<file path="config.mk">
export PLATFORM = sky130hd
export DESIGN_NAME = usb_host_clk_gate
export DESIGN_NICKNAME = d
export VERILOG_FILES = /design/src/rtl/usbg_pkg.sv /design/src/rtl/usbg_lock_sync.sv /design/src/rtl/usbg_ctrl.sv /design/src/rtl/usbg_clk_out.sv /design/src/rtl/usb_host_clk_gate.sv
export SDC_FILE = /design/constraint.sdc
export NUM_CORES = 1
export LEC_CHECK = 0
export BUFFER_PORTS_ARGS = -buffer_cell sky130_fd_sc_hd__buf_4
export CORE_AREA = 2 2 39 41
export DETAILED_ROUTE_END_ITERATION = 8
export DIE_AREA = 0 0 41 43
export GPL_TIMING_DRIVEN = 0
export PLACE_DENSITY = 0.57
export SLEW_MARGIN = 10
export SYNTH_ARGS = -nofsm -noshare
export SYNTH_HDL_FRONTEND = slang
export SYNTH_SLANG_ARGS = --single-unit
</file>
<file path="constraint.sdc">
create_clock -name clk -period 0.8 [get_ports clk]
set_input_delay 0.16 -clock clk [delete_from_list [all_inputs] [get_ports clk]]
set_output_delay 0.16 -clock clk [all_outputs]
set_load 0.02 [all_outputs]
</file>
<file path="src/rtl/usbg_pkg.sv">
package usbg_pkg;
  typedef enum logic [1:0] {
    REG_ON   = 2'd0,
    REG_OFF  = 2'd1,
    REG_STAT = 2'd2,
    REG_CFG  = 2'd3
  } usbg_reg_e;
endpackage

</file>
<file path="src/rtl/usbg_lock_sync.sv">
module usbg_lock_sync #(
  parameter int STAGES = 2
) (
  input  logic clk,
  input  logic rst_n,
  input  logic async_in,
  output logic sync_out
);
  logic [STAGES-1:0] chain_q;

  always_ff @(posedge clk or negedge rst_n) begin
    if (!rst_n) chain_q <= '0;
    else        chain_q <= {chain_q[STAGES-2:0], async_in};
  end

  assign sync_out = chain_q[STAGES-1];
endmodule

</file>
<file path="src/rtl/usbg_ctrl.sv">
module usbg_ctrl
  import usbg_pkg::*;
#(
  parameter int DATA_W   = 8,
  parameter int HOST_BIT = 0
) (
  input  logic              clk,
  input  logic              rst_n,
  input  logic              wr_en,
  input  logic [1:0]        wr_addr,
  input  logic [DATA_W-1:0] wr_data,
  input  logic              lock_s,
  output logic              req_q,
  output logic              act_q,
  output logic              div_sel_q,
  output logic              div_cur_q
);
  logic set_hit, clr_hit, cfg_hit;

  assign set_hit = wr_en && (usbg_reg_e'(wr_addr) == REG_ON)  && wr_data[HOST_BIT];
  assign clr_hit = wr_en && (usbg_reg_e'(wr_addr) == REG_OFF) && wr_data[HOST_BIT];
  assign cfg_hit = wr_en && (usbg_reg_e'(wr_addr) == REG_CFG);

  always_ff @(posedge clk or negedge rst_n) begin
    if (!rst_n) begin
      req_q     <= 1'b0;
      act_q     <= 1'b0;
      div_sel_q <= 1'b0;
      div_cur_q <= 1'b0;
    end else begin
      if (set_hit)      req_q <= 1'b1;
      else if (clr_hit) req_q <= 1'b0;
      act_q <= req_q && lock_s;
      if (cfg_hit) div_sel_q <= wr_data[0];
      if (!act_q)  div_cur_q <= div_sel_q;
    end
  end
endmodule

</file>
<file path="src/rtl/usbg_clk_out.sv">
module usbg_clk_out (
  input  logic clk,
  input  logic rst_n,
  input  logic act,
  input  logic div2,
  output logic usb_clk,
  output logic tog_q
);
  logic pass_en_n;

  always_ff @(negedge clk or negedge rst_n) begin
    if (!rst_n) pass_en_n <= 1'b0;
    else        pass_en_n <= act && !div2;
  end

  always_ff @(posedge clk or negedge rst_n) begin
    if (!rst_n)           tog_q <= 1'b0;
    else if (act && div2) tog_q <= !tog_q;
    else                  tog_q <= 1'b0;
  end

  assign usb_clk = (clk && pass_en_n) || tog_q;
endmodule

</file>
<file path="src/rtl/usb_host_clk_gate.sv">
module usb_host_clk_gate
  import usbg_pkg::*;
#(
  parameter int DATA_W      = 8,
  parameter int HOST_BIT    = 0,
  parameter int SYNC_STAGES = 2
) (
  input  logic              clk,
  input  logic              rst_n,
  input  logic              lock_in,
  input  logic              wr_en,
  input  logic [1:0]        wr_addr,
  input  logic [DATA_W-1:0] wr_data,
  input  logic [1:0]        rd_addr,
  output logic [DATA_W-1:0] rd_data,
  output logic              usb_clk,
  output logic              clk_active
);
  logic lock_s, req_w, act_w, div_sel_w, div_cur_w, tog_w;

  usbg_lock_sync #(.STAGES(SYNC_STAGES)) u_sync (
    .clk(clk), .rst_n(rst_n), .async_in(lock_in), .sync_out(lock_s)
  );

  usbg_ctrl #(.DATA_W(DATA_W), .HOST_BIT(HOST_BIT)) u_ctrl (
    .clk(clk), .rst_n(rst_n), .wr_en(wr_en), .wr_addr(wr_addr),
    .wr_data(wr_data), .lock_s(lock_s), .req_q(req_w), .act_q(act_w),
    .div_sel_q(div_sel_w), .div_cur_q(div_cur_w)
  );

  usbg_clk_out u_out (
    .clk(clk), .rst_n(rst_n), .act(act_w), .div2(div_cur_w),
    .usb_clk(usb_clk), .tog_q(tog_w)
  );

  always_comb begin
    rd_data = '0;
    case (usbg_reg_e'(rd_addr))
      REG_STAT: rd_data[2:0] = {lock_s, req_w, act_w};
      REG_CFG:  rd_data[0]   = div_sel_w;
      default:  rd_data      = '0;
    endcase
  end

  assign clk_active = act_w;
endmodule

</file>
==> results.yml <==
run:
  drv.max_cap_violation_count: 0
synthesis:
  synthesis.area_sq_um: 352
  yosys_cell_types: 17
  number_of_standard_cells_after_synthesis: 30
  synth_largest_type_area_fraction: 0.498
  postSynthRegisterBits: 8
  synth_top_cell_by_area: "sky130_fd_sc_hd__dfrtp_1"
  synthMostInstantiatedCell: "sky130_fd_sc_hd__dfrtp_1"
  ys_dominant_reg_cell: "sky130_fd_sc_hd__dfrtp_1"
  yosys-top-cells-area: "sky130_fd_sc_hd__dfrtp_1, sky130_fd_sc_hd__buf_4, sky130_fd_sc_hd__dfrtn_1"
  seq_area_frac_synth: 0.569
  synth_area_per_cell_sq_um: 11.7
  synthesis.yosys.warnings: 0
  async_flop_share: 1.00
  synth.top_cells.by_count: "sky130_fd_sc_hd__dfrtp_1, sky130_fd_sc_hd__buf_4, sky130_fd_sc_hd__inv_1, sky130_fd_sc_hd__mux2i_1, sky130_fd_sc_hd__nor2b_1"
  synth_enable_flop_cells: 0
drt:
  initialDrtViolationCount: 0
  antenna_violating_nets_post_route: 0
  detail_route.wirelength_microns: 710
  avgRoutedWirePerCell_microns: 9.22
  via_per_inst: 3.96
  drt_first_pass_iters: 1
  num_vias: 305
  detail_route.drc_violations: 0
placed_design:
  hpwlAfterDp_microns: 486
  pre_cts_slack_ps: -361
  place.port_buffers: 13
  placement_stage_cell_area_sq_um: 499
  gp_congestion: 0.649
global_routing:
  grt_util_met2: 0.150
  via_count_of_the_first_global_routing_pass: 335
  initial_antenna_violation_count: 0
  grtUsageTotal: 0.112
  gr-usage-met3: 0.0785
  globalRoute.busiestLayer: "met2"
  maximum_number_of_pins_on_one_net_before_global_route_repair: 9
  grt.overflow.total: 0
  global_route_wire_length_before_repair_microns: 1160
  use_met1: 0.0963
layout:
  flow.area_growth_from_synthesis_pct: 87.9
  n_antenna_cell: 0
  layout.cell_area.non_filler_sq_um: 661
  final_core_utilization: 0.477
  drive_above_1_share: 0.590
  final_net_count: 78
worst_hold_path:
  timing.hold.worst.class: "in2reg"
  hold_path_end: "u_ctrl.div_sel_q"
  hold_path_depth: 2
  holdCritStartpoint: "wr_data[0]"
clock_tree:
  clock_insertion_delay_worst_skew_ps: 380
  cts_tree: "done"
  cts.reportedPaths.clkPinSlew_ps: 50
timing:
  setup_ws_post_layout_ps: -746
  worst_hold_slack_ps: 36.1
  drv_slew: 0
  setup-violations-final: 9
  setup_tns_ps: -2930
  final_worst_clock_skew_ps: 19.4
  report.final.hold_viol_count: 0
  grt_setup_unrepaired: "true"
pwr:
  power.density_nw_per_um2: 2230
  cellLeakagePower_nw: 0.360
  peakVddDrop_mv: 0.945
floorplan:
  row_count: 14
  floorplan.die.height_microns: 43
  core_area_sq_um: 1380
  design.die.area_sq_um: 1760
  fp.dieW_microns: 41
  initial_utilization: 0.254
  num_io_pins: 26
setup_path:
  rr_endpoint: "u_out.pass_en_n"
  critical_path.startpoint_type: "register"
  required_ps: 640
  critPathArrivalTime_ps: 1390
  timing.reg2reg.worst_path_depth: 2
  crit_fanout: 1
  reg2reg_from: "u_ctrl.act_q"
  reg2reg_setup_slack_ps: -370
  crit_type: "reg2out"
  endpoint_type_of_the_worst_setup_path: "output pin"
outcome:
  violations: "negative setup slack"
  outcome: "finished, violations left"
## sequential cells by signal (all words and copies together), names as in the netlist
name              cells
u_ctrl.act_q          1
u_out.pass_en_n       1
u_out.tog_q           1
u_sync.chain_q        2
u_ctrl.req_q          1
u_ctrl.div_cur_q      1
u_ctrl.div_sel_q      1
## cells by family after synthesis
group                  count (synthesis)  synth area share
other                                  1            0.0107
and+or+nand+nor                        9             0.157
DFF                                    8             0.569
muxes                                  3            0.0996
AOI/OAI and AO/OA                      2            0.0356
buffers and inverters                  7             0.128
## cell type report
cell class / instances / area, sq um
fill: 137 / 723
sequential: 8 / 201
timing repair buffer: 19 / 180
multi-input combinational: 19 / 154
clock buffer: 8 / 60.1
buffer: 5 / 37.5
tap: 16 / 20.0
inverter: 2 / 7.51
## how the worst max path moves through the flow
stage	startpoint	cells past startpoint	to	slack, ps
floorplan	u_ctrl.act_q	1	u_out.pass_en_n	-340
global placement	u_out.pass_en_n	2	usb_clk	-360
detailed placement	u_out.pass_en_n	2	usb_clk	-360
finish	u_out.pass_en_n	2	usb_clk	-750
global route	u_out.pass_en_n	2	usb_clk	-810
CTS	u_out.pass_en_n	2	usb_clk	-770
## timing repair
action | CTS | global route
resized for setup | 11 | 5
hold buffers | 3 | 0
cloned | 0 | 0
pin swaps | 1 | 0
buffers inserted | 4 | 2
endpoints found under the setup margin | 6 | 10
hold endpoints to repair | 10 | 0
## critical path, cell delays in order, from the launching register on
cell	delay (ps)
sky130_fd_sc_hd__dfrtn_1	380
sky130_fd_sc_hd__a21o_1	120
sky130_fd_sc_hd__buf_6	110
## through the flow
step	cells	power [mW]
6_report	77	1.47
5_1_grt	77	1.58
4_1_cts	77	1.49
3_5_place_dp	63	0.784
3_3_place_gp	63	0.777
2_1_floorplan	34	0.670
## where the power goes
part / total [mW] / switching, mW / internal (mW)
Sequential: 0.508 / 0.0447 / 0.463
Combinational: 0.343 / 0.141 / 0.203
Clock: 0.619 / 0.222 / 0.397
Total: 1.47 / 0.407 / 1.06
## layout by cell type (no fill, tap or decap)
cell                            synthesis  routed
sky130_fd_sc_hd__a21o_1                 1       1
sky130_fd_sc_hd__conb_1                 1       5
sky130_fd_sc_hd__nand3_1                1       1
sky130_fd_sc_hd__buf_4                  5      13
sky130_fd_sc_hd__clkbuf_4               0       6
sky130_fd_sc_hd__nor2b_4                0       1
sky130_fd_sc_hd__nand2_4                0       1
sky130_fd_sc_hd__dfrtp_1                7       6
sky130_fd_sc_hd__clkbuf_1               0       1
sky130_fd_sc_hd__dfrtn_1                1       1
sky130_fd_sc_hd__inv_1                  2       1
sky130_fd_sc_hd__buf_6                  0       9
sky130_fd_sc_hd__inv_2                  0       1
sky130_fd_sc_hd__nand3b_1               1       1
sky130_fd_sc_hd__mux2i_1                2       2
sky130_fd_sc_hd__and2_1                 1       1
sky130_fd_sc_hd__dfrtp_2                0       1
sky130_fd_sc_hd__nor2b_2                0       1
sky130_fd_sc_hd__nor2_1                 1       1
sky130_fd_sc_hd__mux2_4                 1       1
sky130_fd_sc_hd__and3b_1                1       1
sky130_fd_sc_hd__nor3b_4                0       1
sky130_fd_sc_hd__dlygate4sd3_1          0       3
sky130_fd_sc_hd__o21ai_2                0       1
## routing by layer
layer | vias to the layer above | share of wire
li1 | 150 | -
met1 | 138 | 0.35
met2 | 17 | 0.55
met3 | 0 | 0.092
met4 | 0 | 0
met5 | - | 0
Power figures use the tool's default switching activity.
